$ cat config.mk
export PLATFORM = sky130hd
export DESIGN_NAME = i2s_tx_chan
export DESIGN_NICKNAME = d
export VERILOG_FILES = /design/src/rtl/i2s_tx_pkg.sv /design/src/rtl/tx_word_fifo.sv /design/src/rtl/tx_frame_unpack.sv /design/src/rtl/tx_bit_shifter.sv /design/src/rtl/tx_level_req.sv /design/src/rtl/i2s_tx_chan.sv
export SDC_FILE = /design/constraint.sdc
export NUM_CORES = 1
export LEC_CHECK = 0
export ABC_AREA = 0
export BUFFER_PORTS_ARGS = -buffer_cell sky130_fd_sc_hd__clkbuf_2
export CORE_MARGIN = 8
export CORE_UTILIZATION = 62
export DETAILED_ROUTE_END_ITERATION = 7
export HOLD_SLACK_MARGIN = 0.02
export PLACE_DENSITY = 0.8
export SYNTH_ARGS = -nofsm -noshare
export SYNTH_HDL_FRONTEND = slang
export SYNTH_SLANG_ARGS = --single-unit
$ cat constraint.sdc
create_clock -name clk -period 6.5 [get_ports clk]
set_input_delay 0.975 -clock clk [delete_from_list [all_inputs] [get_ports clk]]
set_output_delay 0.975 -clock clk [all_outputs]
set_load 0.02 [all_outputs]
$ cat src/rtl/i2s_tx_pkg.sv
package i2s_tx_pkg;

   localparam int unsigned WORD_BITS = 32;

   typedef enum logic [1:0] {
      SW_8    = 2'b00,
      SW_16   = 2'b01,
      SW_RSVD = 2'b10,
      SW_32   = 2'b11
   } smp_width_e;

   // The reserved code falls back to 16-bit samples.
   function automatic smp_width_e eff_width(input logic [1:0] raw);
      if (raw == 2'b10) return SW_16;
      return smp_width_e'(raw);
   endfunction

   // Move a right-aligned sample to the top of the word for MSB-first shifting.
   function automatic logic [WORD_BITS-1:0] left_justify(input logic [WORD_BITS-1:0] s,
                                                         input smp_width_e w);
      case (w)
         SW_8:    return {s[7:0], 24'd0};
         SW_32:   return s;
         default: return {s[15:0], 16'd0};
      endcase
   endfunction

endpackage

$ cat src/rtl/tx_word_fifo.sv
module tx_word_fifo
   import i2s_tx_pkg::*;
#(
   parameter int unsigned DEPTH = 8,
   parameter int unsigned LVL_W = 4
)(
   input  logic                 clk,
   input  logic                 rst_n,
   input  logic                 clr,
   input  logic                 push,
   input  logic [WORD_BITS-1:0] din,
   input  logic                 pop,
   output logic [WORD_BITS-1:0] head,
   output logic [LVL_W-1:0]     level,
   output logic                 empty
);

   localparam int unsigned AW = $clog2(DEPTH);

   logic [WORD_BITS-1:0] mem [DEPTH];
   logic [AW-1:0]        rd_ptr, wr_ptr;
   logic                 full, do_push, do_pop;

   assign full    = (level == LVL_W'(DEPTH));
   assign empty   = (level == '0);
   assign do_pop  = pop && !empty;
   assign do_push = push && (!full || do_pop);
   assign head    = mem[rd_ptr];

   always_ff @(posedge clk) begin
      if (do_push) mem[wr_ptr] <= din;
   end

   always_ff @(posedge clk or negedge rst_n) begin
      if (!rst_n) begin
         rd_ptr <= '0;
         wr_ptr <= '0;
         level  <= '0;
      end else if (clr) begin
         rd_ptr <= '0;
         wr_ptr <= '0;
         level  <= '0;
      end else begin
         if (do_push) wr_ptr <= wr_ptr + 1'b1;
         if (do_pop)  rd_ptr <= rd_ptr + 1'b1;
         level <= level + LVL_W'(do_push) - LVL_W'(do_pop);
      end
   end

   p_level_max_r2: assert property (@(posedge clk) disable iff (!rst_n)
      level <= LVL_W'(DEPTH));

   p_full_drop_r2: assert property (@(posedge clk) disable iff (!rst_n)
      (full && push && !pop && !clr) |=> (level == LVL_W'(DEPTH)));

   p_pushpop_full_r13: assert property (@(posedge clk) disable iff (!rst_n)
      (full && push && pop && !clr) |=> (level == LVL_W'(DEPTH)));

endmodule

$ cat src/rtl/tx_frame_unpack.sv
module tx_frame_unpack
   import i2s_tx_pkg::*;
(
   input  logic                 clk,
   input  logic                 rst_n,
   input  logic                 clr,
   input  logic [1:0]           width_raw,
   input  logic                 mono,
   input  logic [WORD_BITS-1:0] head,
   input  logic                 empty,
   input  logic                 start_left,
   input  logic                 start_right,
   output logic                 pop,
   output logic [WORD_BITS-1:0] load_val,
   output logic                 underrun
);

   smp_width_e           w;
   logic                 pair_mode, need_word;
   logic [WORD_BITS-1:0] lo_field, hi_field, left_dec, right_dec;
   logic [WORD_BITS-1:0] left_h, right_h;

   assign w         = eff_width(width_raw);
   assign pair_mode = (w == SW_32) && !mono;
   assign need_word = start_left || (start_right && pair_mode);
   assign pop       = need_word && !empty;

   always_comb begin
      case (w)
         SW_8: begin
            lo_field = {24'd0, head[7:0]};
            hi_field = {24'd0, head[15:8]};
         end
         SW_32: begin
            lo_field = head;
            hi_field = head;
         end
         default: begin
            lo_field = {16'd0, head[15:0]};
            hi_field = {16'd0, head[31:16]};
         end
      endcase
   end

   assign left_dec  = left_justify(lo_field, w);
   assign right_dec = mono ? left_dec : left_justify(hi_field, w);

   always_comb begin
      if (start_left)     load_val = empty ? left_h : left_dec;
      else if (pair_mode) load_val = empty ? right_h : head;
      else                load_val = right_h;
   end

   always_ff @(posedge clk or negedge rst_n) begin
      if (!rst_n) begin
         left_h   <= '0;
         right_h  <= '0;
         underrun <= 1'b0;
      end else if (clr) begin
         left_h   <= '0;
         right_h  <= '0;
         underrun <= 1'b0;
      end else begin
         if (need_word && empty) underrun <= 1'b1;
         if (start_left && !empty) begin
            left_h <= left_dec;
            if (!pair_mode) right_h <= right_dec;
         end
         if (start_right && pair_mode && !empty) right_h <= head;
      end
   end

   p_urun_set_r11: assert property (@(posedge clk) disable iff (!rst_n)
      (start_left && empty && !clr) |=> underrun);

   p_urun_sticky_r11: assert property (@(posedge clk) disable iff (!rst_n)
      (underrun && !clr) |=> underrun);

endmodule

$ cat src/rtl/tx_bit_shifter.sv
module tx_bit_shifter
   import i2s_tx_pkg::*;
#(
   parameter int unsigned HALF_W = 5
)(
   input  logic                 clk,
   input  logic                 rst_n,
   input  logic                 idle,
   input  logic                 tick,
   input  logic [HALF_W-1:0]    half,
   input  logic                 mute,
   input  logic [WORD_BITS-1:0] load_val,
   output logic                 ws,
   output logic                 sd,
   output logic                 start_left,
   output logic                 start_right
);

   logic [HALF_W-1:0]    cnt;
   logic [WORD_BITS-1:0] shreg;
   logic                 wrap;

   // The counter idles at all ones, so the first tick always opens a left phase.
   assign wrap        = (cnt >= half);
   assign start_left  = tick && !idle && wrap && ws;
   assign start_right = tick && !idle && wrap && !ws;

   always_ff @(posedge clk or negedge rst_n) begin
      if (!rst_n) begin
         ws    <= 1'b1;
         cnt   <= '1;
         shreg <= '0;
         sd    <= 1'b0;
      end else if (idle) begin
         ws    <= 1'b1;
         cnt   <= '1;
         shreg <= '0;
         sd    <= 1'b0;
      end else if (tick) begin
         sd <= shreg[WORD_BITS-1] & ~mute;
         if (wrap) begin
            cnt   <= '0;
            ws    <= ~ws;
            shreg <= load_val;
         end else begin
            cnt   <= cnt + 1'b1;
            shreg <= {shreg[WORD_BITS-2:0], 1'b0};
         end
      end
   end

   p_ws_still_r3: assert property (@(posedge clk) disable iff (!rst_n)
      (!tick && !idle) |=> $stable(ws));

   p_idle_out_r8: assert property (@(posedge clk) disable iff (!rst_n)
      idle |=> (ws && !sd));

   p_mute_low_r10: assert property (@(posedge clk) disable iff (!rst_n)
      (mute && tick && !idle) |=> !sd);

endmodule

$ cat src/rtl/tx_level_req.sv
module tx_level_req #(
   parameter int unsigned LVL_W = 4,
   parameter int unsigned NREQ  = 3
)(
   input  logic [LVL_W-1:0]      level,
   input  logic [NREQ*LVL_W-1:0] depths,
   output logic [NREQ-1:0]       req
);

   for (genvar i = 0; i < NREQ; i++) begin : g_cmp
      assign req[i] = (level < depths[i*LVL_W +: LVL_W]);
   end

endmodule

$ cat src/rtl/i2s_tx_chan.sv
module i2s_tx_chan
   import i2s_tx_pkg::*;
#(
   parameter  int unsigned WORD_W = 32,
   parameter  int unsigned DEPTH  = 8,
   parameter  int unsigned HALF_W = 5,
   localparam int unsigned LVL_W  = $clog2(DEPTH + 1)
)(
   input  logic              clk,
   input  logic              rst_n,
   input  logic              bclk_tick,
   input  logic              wr_en,
   input  logic [WORD_W-1:0] wr_word,
   input  logic [1:0]        cfg_width,
   input  logic              cfg_mono,
   input  logic              cfg_stop,
   input  logic              cfg_reset,
   input  logic              cfg_mute,
   input  logic [HALF_W-1:0] cfg_half,
   input  logic [LVL_W-1:0]  irq_depth,
   input  logic [LVL_W-1:0]  dma_a_depth,
   input  logic [LVL_W-1:0]  dma_b_depth,
   output logic              ser_data,
   output logic              ser_ws,
   output logic [LVL_W-1:0]  fifo_level,
   output logic              irq_req,
   output logic              dma_a_req,
   output logic              dma_b_req,
   output logic              underrun
);

   localparam int unsigned NREQ = 3;

   if (WORD_W != WORD_BITS) begin : g_bad_word
      $error("WORD_W must equal the packed word size");
   end
   if (DEPTH < 2 || (DEPTH & (DEPTH - 1)) != 0) begin : g_bad_depth
      $error("DEPTH must be a power of two of at least 2");
   end
   if (HALF_W < 1 || HALF_W > 8) begin : g_bad_half
      $error("HALF_W out of range");
   end

   logic                 idle, push, pop, empty;
   logic                 start_left, start_right;
   logic [WORD_BITS-1:0] head, load_val;
   logic [NREQ-1:0]      req;

   assign idle = cfg_stop | cfg_reset;
   assign push = wr_en & ~idle;

   tx_word_fifo #(.DEPTH(DEPTH), .LVL_W(LVL_W)) u_fifo (
      .clk   (clk),
      .rst_n (rst_n),
      .clr   (cfg_reset),
      .push  (push),
      .din   (wr_word),
      .pop   (pop),
      .head  (head),
      .level (fifo_level),
      .empty (empty)
   );

   tx_frame_unpack u_unpack (
      .clk         (clk),
      .rst_n       (rst_n),
      .clr         (cfg_reset),
      .width_raw   (cfg_width),
      .mono        (cfg_mono),
      .head        (head),
      .empty       (empty),
      .start_left  (start_left),
      .start_right (start_right),
      .pop         (pop),
      .load_val    (load_val),
      .underrun    (underrun)
   );

   tx_bit_shifter #(.HALF_W(HALF_W)) u_shift (
      .clk         (clk),
      .rst_n       (rst_n),
      .idle        (idle),
      .tick        (bclk_tick),
      .half        (cfg_half),
      .mute        (cfg_mute),
      .load_val    (load_val),
      .ws          (ser_ws),
      .sd          (ser_data),
      .start_left  (start_left),
      .start_right (start_right)
   );

   tx_level_req #(.LVL_W(LVL_W), .NREQ(NREQ)) u_req (
      .level  (fifo_level),
      .depths ({dma_b_depth, dma_a_depth, irq_depth}),
      .req    (req)
   );

   assign irq_req   = req[0];
   assign dma_a_req = req[1];
   assign dma_b_req = req[2];

   p_req_empty_r12: assert property (@(posedge clk) disable iff (!rst_n)
      (fifo_level == '0 && irq_depth != '0) |-> irq_req);

   p_stop_nowrite_r8: assert property (@(posedge clk) disable iff (!rst_n)
      (cfg_stop && !cfg_reset) |=> $stable(fifo_level));

endmodule

* Yosys cells after proc, flatten, opt, wreduce, memory -nomap -nowiden
Memory sizes are Yosys's and may differ from the RTL's. Cells that the tools add are included.
Operators by class: magnitude comparators 4, div/mod/pow operators 0, shifts and indexed selects 0, bitwise operators 6, reductions and logical operators 30, $add $sub $neg 5, multiplexer cells 38, eq/ne operators 4, multiply operators 0
Operators with widths (number):
- two-way mux 32 bit | 14
- one-hot mux 32 bit (2 select lines) | 4
- two-way mux 5 bit | 3
- logical AND 1 bit | 12
- < comparator 4 bit | 3
- two-way mux 3 bit | 4
- nonzero test 2 bit | 6
- two-way mux 1 bit | 10
- adder 3 x 1 -> 3 bit (second input constant) | 2
- adder 5 x 1 -> 5 bit (second input constant) | 1
- greater-or-equal comparator 5 bit | 1
- logical NOT 1 bit | 5
- adder 4 x 1 -> 4 bit | 1
- equality test 2 bit (second input constant) | 2
- equality test 4 bit (second input constant) | 1
- logical NOT 4 bit | 1
- two-way mux 2 bit | 2
- two-way mux 4 bit | 1
- AND reduction 2 bit | 2
- subtractor 4 x 1 -> 4 bit | 1
- != test 3 bit (second input constant) | 1
- NOT 1 bit | 3
- nonzero test 3 bit | 1
- AND 1 bit | 2
- 3 further kinds | 4
Storage, ports and cells: output and inout port bits 10, logic and storage cells 98, RAM bits 256, flip-flop bits (word level) 114, memories 1, bits of input ports 59, bits in read-only memories 0, latch bits 0
Memory list:
- u_fifo.mem | words 8, width 32, rd ports 1, clocked after Yosys merged registers in 0, wr ports 1, line tx_word_fifo.sv:20 | logic [WORD_BITS-1:0] mem [DEPTH];

* Depth between registers and ports, before layout
depth in word-level cells 14, depth in mapped cells 14, gate-level depth less buffers 13

* By module
A second synthesis with hierarchy kept.
Second synthesis, totals: cells, all modules 1191, area total of the unflattened synthesis 16886.2 µm²
Modules (own cells, without submodules):
- tx_word_fifo | sequential area each 7937.6 µm², area each 10412.5 µm², instances 1, cells an instance 456
- tx_frame_unpack | sequential area each 1626.6 µm², area each 4139.0 µm², instances 1, cells an instance 465
- tx_bit_shifter | sequential area each 983.4 µm², area each 2065.7 µm², instances 1, cells an instance 235
- tx_level_req | sequential area each 0.0 µm², area each 255.2 µm², instances 1, cells an instance 33
- i2s_tx_chan | sequential area each 0.0 µm², area each 13.8 µm², instances 1, cells an instance 2

* Worst setup path after synthesis
Ideal clock, no wire load.
kind input-to-reg, start input port cfg_reset, end memory u_fifo.mem[0][0], enable pin, setup time 0.502 ns, data required time 5.998 ns, path buffers 2, cell stages on the path 8, path slack 0.543 ns, data arrival time 5.455 ns, cells stage by stage buf_2 or3b_1 a211oi_2 and2_1 buf_4 a21bo_1 nand3_1 nor4_1
On the way: longest elaborated chain between the ends 13, elaborated cells on any way between the ends 16, those cells by class mux: 2; bitwise: 3; reduce/logical: 11
RTL lines:
- start, declared | line i2s_tx_chan.sv:17 | input logic cfg_reset,
- bitwise OR 1 bit (*) | line i2s_tx_chan.sv:49 | assign idle = cfg_stop | cfg_reset;
- logical NOT 1 bit | line tx_bit_shifter.sv:25, tx_bit_shifter.sv:26
- logical AND 1 bit (2 in series) | line tx_bit_shifter.sv:25, tx_bit_shifter.sv:26
- logical AND 1 bit | line tx_bit_shifter.sv:26 | assign start_right = tick && !idle && wrap && !ws;
- logical AND 1 bit | line tx_frame_unpack.sv:25 | assign need_word = start_left || (start_right && pair_mode);
- logical OR 1 bit | line tx_frame_unpack.sv:25
- logical AND 1 bit | line tx_frame_unpack.sv:26 | assign pop = need_word && !empty;
- logical AND 1 bit | line tx_word_fifo.sv:26 | assign do_pop = pop && !empty;
- logical OR 1 bit | line tx_word_fifo.sv:27 | assign do_push = push && (!full || do_pop);
- logical AND 1 bit (*) | line tx_word_fifo.sv:27
- two-way mux 1 bit (*) | line tx_word_fifo.sv:31 | if (do_push) mem[wr_ptr] <= din;
- two-way mux 1 bit (implied by the code) (*) | line tx_word_fifo.sv:31
- end, declared | line tx_word_fifo.sv:20
Mark *: on every way between the ends. The rest lies on a longest branch, timed or not.

* Worst setup path after layout
start input port bclk_tick, end memory u_fifo.mem[5][29], enable pin
On the way: longest elaborated chain between the ends 11, elaborated cells on any way between the ends 12, those cells by class mux: 2; reduce/logical: 10
RTL lines:
- start, declared | line i2s_tx_chan.sv:11 | input logic bclk_tick,
- logical AND 1 bit (*) (2 in series) | line tx_bit_shifter.sv:25, tx_bit_shifter.sv:26
- logical AND 1 bit | line tx_bit_shifter.sv:26
- logical AND 1 bit | line tx_frame_unpack.sv:25
- logical OR 1 bit (*) | line tx_frame_unpack.sv:25
- logical AND 1 bit (*) | line tx_frame_unpack.sv:26
- logical AND 1 bit (*) | line tx_word_fifo.sv:26
- logical OR 1 bit (*) | line tx_word_fifo.sv:27
- logical AND 1 bit (*) | line tx_word_fifo.sv:27
- two-way mux 1 bit (*) | line tx_word_fifo.sv:31
- two-way mux 1 bit (implied by the code) (*) | line tx_word_fifo.sv:31
Marks and branches as above.

==> results.txt <==
The die area is 0.0321 mm². For the worst ir drop on vdd, the log shows 0.254 mV. After floorplanning, the core was sized to cover 0.0261 mm². The tools report the overall fraction of global-route tracks in use as 24.5%. The cell sitting at the root of the clock tree is a sky130_fd_sc_hd__clkbuf_16. The die width is 179 µm, and the count of cells along the worst hold path is 2. Measured against its own limit, the worst slew margin works out to 31.2%. After clock tree synthesis, the clock-pin slew on the worst setup and hold paths is 60 ps. The via count of the first global-routing pass was 10500.

The tools report the startpoint of the worst register-to-register path as u_fifo.level[2]. The leakage power total was 6.84 nW; the number of vias in the routed layout was 10600. For this run, the number of standard cells in the final layout without fillers is 1609. The number of nets in the finished design came out at 1331. Setup violations remaining at the end of the flow were counted as 0.

Cells with a size suffix above 1 make up 20.2% of the layout. The final count of hold timing violations is 0. The worst hold path begins at u_shift.shreg[2]. Kind of path behind the tightest hold check: flip-flop to flip-flop. Setup repair after global routing left no endpoint under its margin. Worst path required time: 6640 ps.

For hold timing, the worst endpoint is u_shift.shreg[2]. The final critical path time including I/O delays and setup came out at 4200 ps. For the number of antenna violations at the first check in global routing, the log shows 2. For the number of levels in the clock H-tree, the log shows 2. The first global-routing pass estimated 60300 µm of wire.

The number of flops mapped to enable cells by yosys is 256, and the routability congestion estimate from global placement is 0.894. For the number of pins with negative max-slew slack in the final report, the log shows 0. The internal cell power is 0.00393 W, and the total DRC errors in the routed layout is 0.

For the number of hold buffers added after cts, the log shows 0. In the layout the commonest cells are 256 x sky130_fd_sc_hd__edfxtp_1, 117 x sky130_fd_sc_hd__nand2_1, 106 x sky130_fd_sc_hd__dfrtp_1, 78 x sky130_fd_sc_hd__nor2_1, 67 x sky130_fd_sc_hd__clkbuf_2. The startpoint kind of the worst setup timing path was an input pin. The clock reaches the later pin of the worst-skew pair after 530 ps. The flow ran to the end, and the final reports show no timing, DRC or antenna violations. The total inserted antenna cells was 0. For the net count after synthesis, the log shows 1279. Once detail routing completed, the nets flagged for antenna violations numbered 0. For the maximum clock path buffer count, the log shows 3. In this run, post-CTS repair resized a total of 0 instances. Counting the buffers created by CTS gives 37.

69 I/O pins were placed. The number of port buffers came out at 68. Most frequent standard cell in the layout excluding fill and tap cells: sky130_fd_sc_hd__edfxtp_1. Between clock sinks in the finished design, the worst skew comes to 15.0 ps. The power density of the placed cells is 285 mW/mm², and the mean number of vias per cell is 6.59. The tool flagged a number of max-cap violations equal to 0. Clock tree synthesis found a total of 370 sinks. The count of buffers added by post-CTS timing repair for setup is 0. Final worst-path cycle share: 64.6%.

In this run the power spent charging and discharging nets is 0.00127 W. The dominant synthesized flop cell was sky130_fd_sc_hd__edfxtp_1. TritonCTS built the clock tree. Once the floorplan was initialized, standard cells occupied 63.3% of the core.

Entering global routing, the biggest net connects 66 pins. The synthesized netlist contains 72 unique library cells. The power share of the sequential group is 50.3%. The critical path arrival was 4340 ps; the combinational power share was 10.6%. The fraction of synthesis flops using an asynchronous set or reset pin came out at 30.8%. The depth of the most critical reg-to-reg path is 9, and the number of instances in the synthesized netlist is 1195. In this run the worst path has a maximum fanout of 50. Cell area after synthesis: 0.0165 mm². The run gives 0 as the Yosys warning count. The leftover overflow at the end of global routing is 0, and the share of the yosys chip area belonging to registers is 64.0%. The switching share of total power is 24.4%, and the height of the chip is 179 µm.

The leading area contributor after synthesis is sky130_fd_sc_hd__edfxtp_1. The average detailed-routed wire length per instance works out to 24.0 µm. The worst register-to-register path ends at u_fifo.mem[5][29]. STA classifies the critical path endpoint as a flip-flop. The total wire length after detailed routing is 38700 µm, and the share of Yosys cell area claimed by the top area cell type is 46.6%. The logs give 39.1% for the portion of total power attributed to the clock network and 0 ps for the sum of negative setup slack. The number of placement rows is 59, and the area added between synthesis and finish is 10.8%.

Derived from the worst setup path, the maximum achievable clock frequency is 0.238 GHz. Kind of critical path: input pin to flip-flop. Slew at the pin with the worst max-slew slack: 1030 ps. The number of placed instances, taps included, is 1543.

The number of design-rule violations left by the first detailed-router iteration was 1200; the detailed-placement wirelength estimate was 24300 µm. Counting flops and latches in the post-synthesis netlist gives 370. The first detailed-routing pass ran for 5 iterations. The per-instance average area after synthesis was 13.8 µm²; the reg-to-reg setup timing slack was 2650 ps.

Ranked by total cell area, the synthesized netlist is headed by sky130_fd_sc_hd__edfxtp_1 47%, sky130_fd_sc_hd__dfrtp_1 16%, sky130_fd_sc_hd__mux4_2 7.6%, sky130_fd_sc_hd__nand2_1 2.7%, sky130_fd_sc_hd__o21ai_0 1.9%.
synth_stat cells, types with 26 or more instances:
library cell / instances
sky130_fd_sc_hd__nand3_1: 33
sky130_fd_sc_hd__mux4_2: 56
sky130_fd_sc_hd__nand2_1: 117
sky130_fd_sc_hd__o21ai_1: 30
sky130_fd_sc_hd__a22oi_1: 26
sky130_fd_sc_hd__edfxtp_1: 256
sky130_fd_sc_hd__a211oi_1: 30
sky130_fd_sc_hd__clkbuf_1: 48
sky130_fd_sc_hd__a21o_1: 26
sky130_fd_sc_hd__a21oi_1: 30
sky130_fd_sc_hd__o21ai_0: 62
sky130_fd_sc_hd__nor2_1: 81
sky130_fd_sc_hd__dfrtp_1: 108
critical path, cell delays in order:
cell and delay, ps:
sky130_fd_sc_hd__clkbuf_2 590, sky130_fd_sc_hd__or3b_1 470, sky130_fd_sc_hd__a211oi_2 240, sky130_fd_sc_hd__and2_1 480, sky130_fd_sc_hd__a21bo_1 210, sky130_fd_sc_hd__nand4_1 370, sky130_fd_sc_hd__nor2_4 960
power groups by stage:
stage | clock, W | sequential (W) | combinational (W)
2_1_floorplan | 0 | 0.00265 | 0.000351
3_3_place_gp | 0 | 0.00266 | 0.000524
3_5_place_dp | 0 | 0.00266 | 0.000539
4_1_cts | 0.00205 | 0.00262 | 0.000544
5_1_grt | 0.00214 | 0.00262 | 0.000600
6_report | 0.00203 | 0.00262 | 0.000551
through the flow:
step           util (%)  cell area, µm²  power (W)  hold WS, ps  setup slack, ps
2_1_floorplan         -           16500    0.00301          445              543
3_3_place_gp       65.7           17100    0.00318          455             1860
3_5_place_dp       65.7           17100    0.00320          463             1750
4_1_cts            70.1           18300    0.00521          477             2300
5_1_grt            70.1           18300    0.00536          496             2100
6_report           70.1           18300    0.00520          475             2300
worst max path at each step:
| stage | start | to | depth (start not counted) |
|---|---|---|---|
| after floorplan | cfg_reset | u_fifo.mem[0][0] | 8 |
| after CTS | bclk_tick | u_fifo.mem[5][31] | 7 |
| after global routing | bclk_tick | u_fifo.mem[5][28] | 7 |
| after global placement | bclk_tick | u_fifo.mem[7][17] | 7 |
| after detailed placement | bclk_tick | u_fifo.mem[5][15] | 7 |
| final | bclk_tick | u_fifo.mem[5][29] | 7 |
metal layers:
layer | global-route usage, % | wire length, µm | part of all wire (%) | up-vias
met1 | 32.9 | 15500 | 40 | 5288
li1 | - | - | - | 4682
met3 | 5.22 | 3250 | 8.4 | 99
met5 | 0 | 22 | 0.057 | -
met2 | 39.6 | 18700 | 48 | 537
met4 | 7.92 | 1170 | 3.0 | 4
logic make-up (layout without fill, tap and decap cells):
| group | after synthesis | after routing | synth area share, % |
|---|---|---|---|
| buf+inv | 101 | 180 | 2.70 |
| simple gates | 301 | 301 | 8.27 |
| fa+ha+maj | 25 | 25 | 1.94 |
| mux | 100 | 100 | 10.6 |
| flops | 370 | 370 | 64.0 |
| compound gates | 290 | 290 | 12.1 |
| xor+xnor | 8 | 8 | 0.425 |
final cells by class:
type	count	area, µm²
flip-flops and latches	370	10600
inverters	26	97.6
clock buffers	48	988
multi-input cells	724	5550
clock inverters	18	156
well taps	335	419
repair buffers	88	493
fillers	1673	7800
sequential cells by signal, indices dropped and copies added (netlist names):
name,cells
u_unpack.right_h,32
u_fifo.mem,256
u_unpack.left_h,32
u_shift.ws,1
u_fifo.wr_ptr,3
u_shift.cnt,5
u_fifo.level,4
u_shift.sd,1
u_unpack.underrun,1
u_fifo.rd_ptr,3
u_shift.shreg,32
Power figures use the tool's default switching activity.
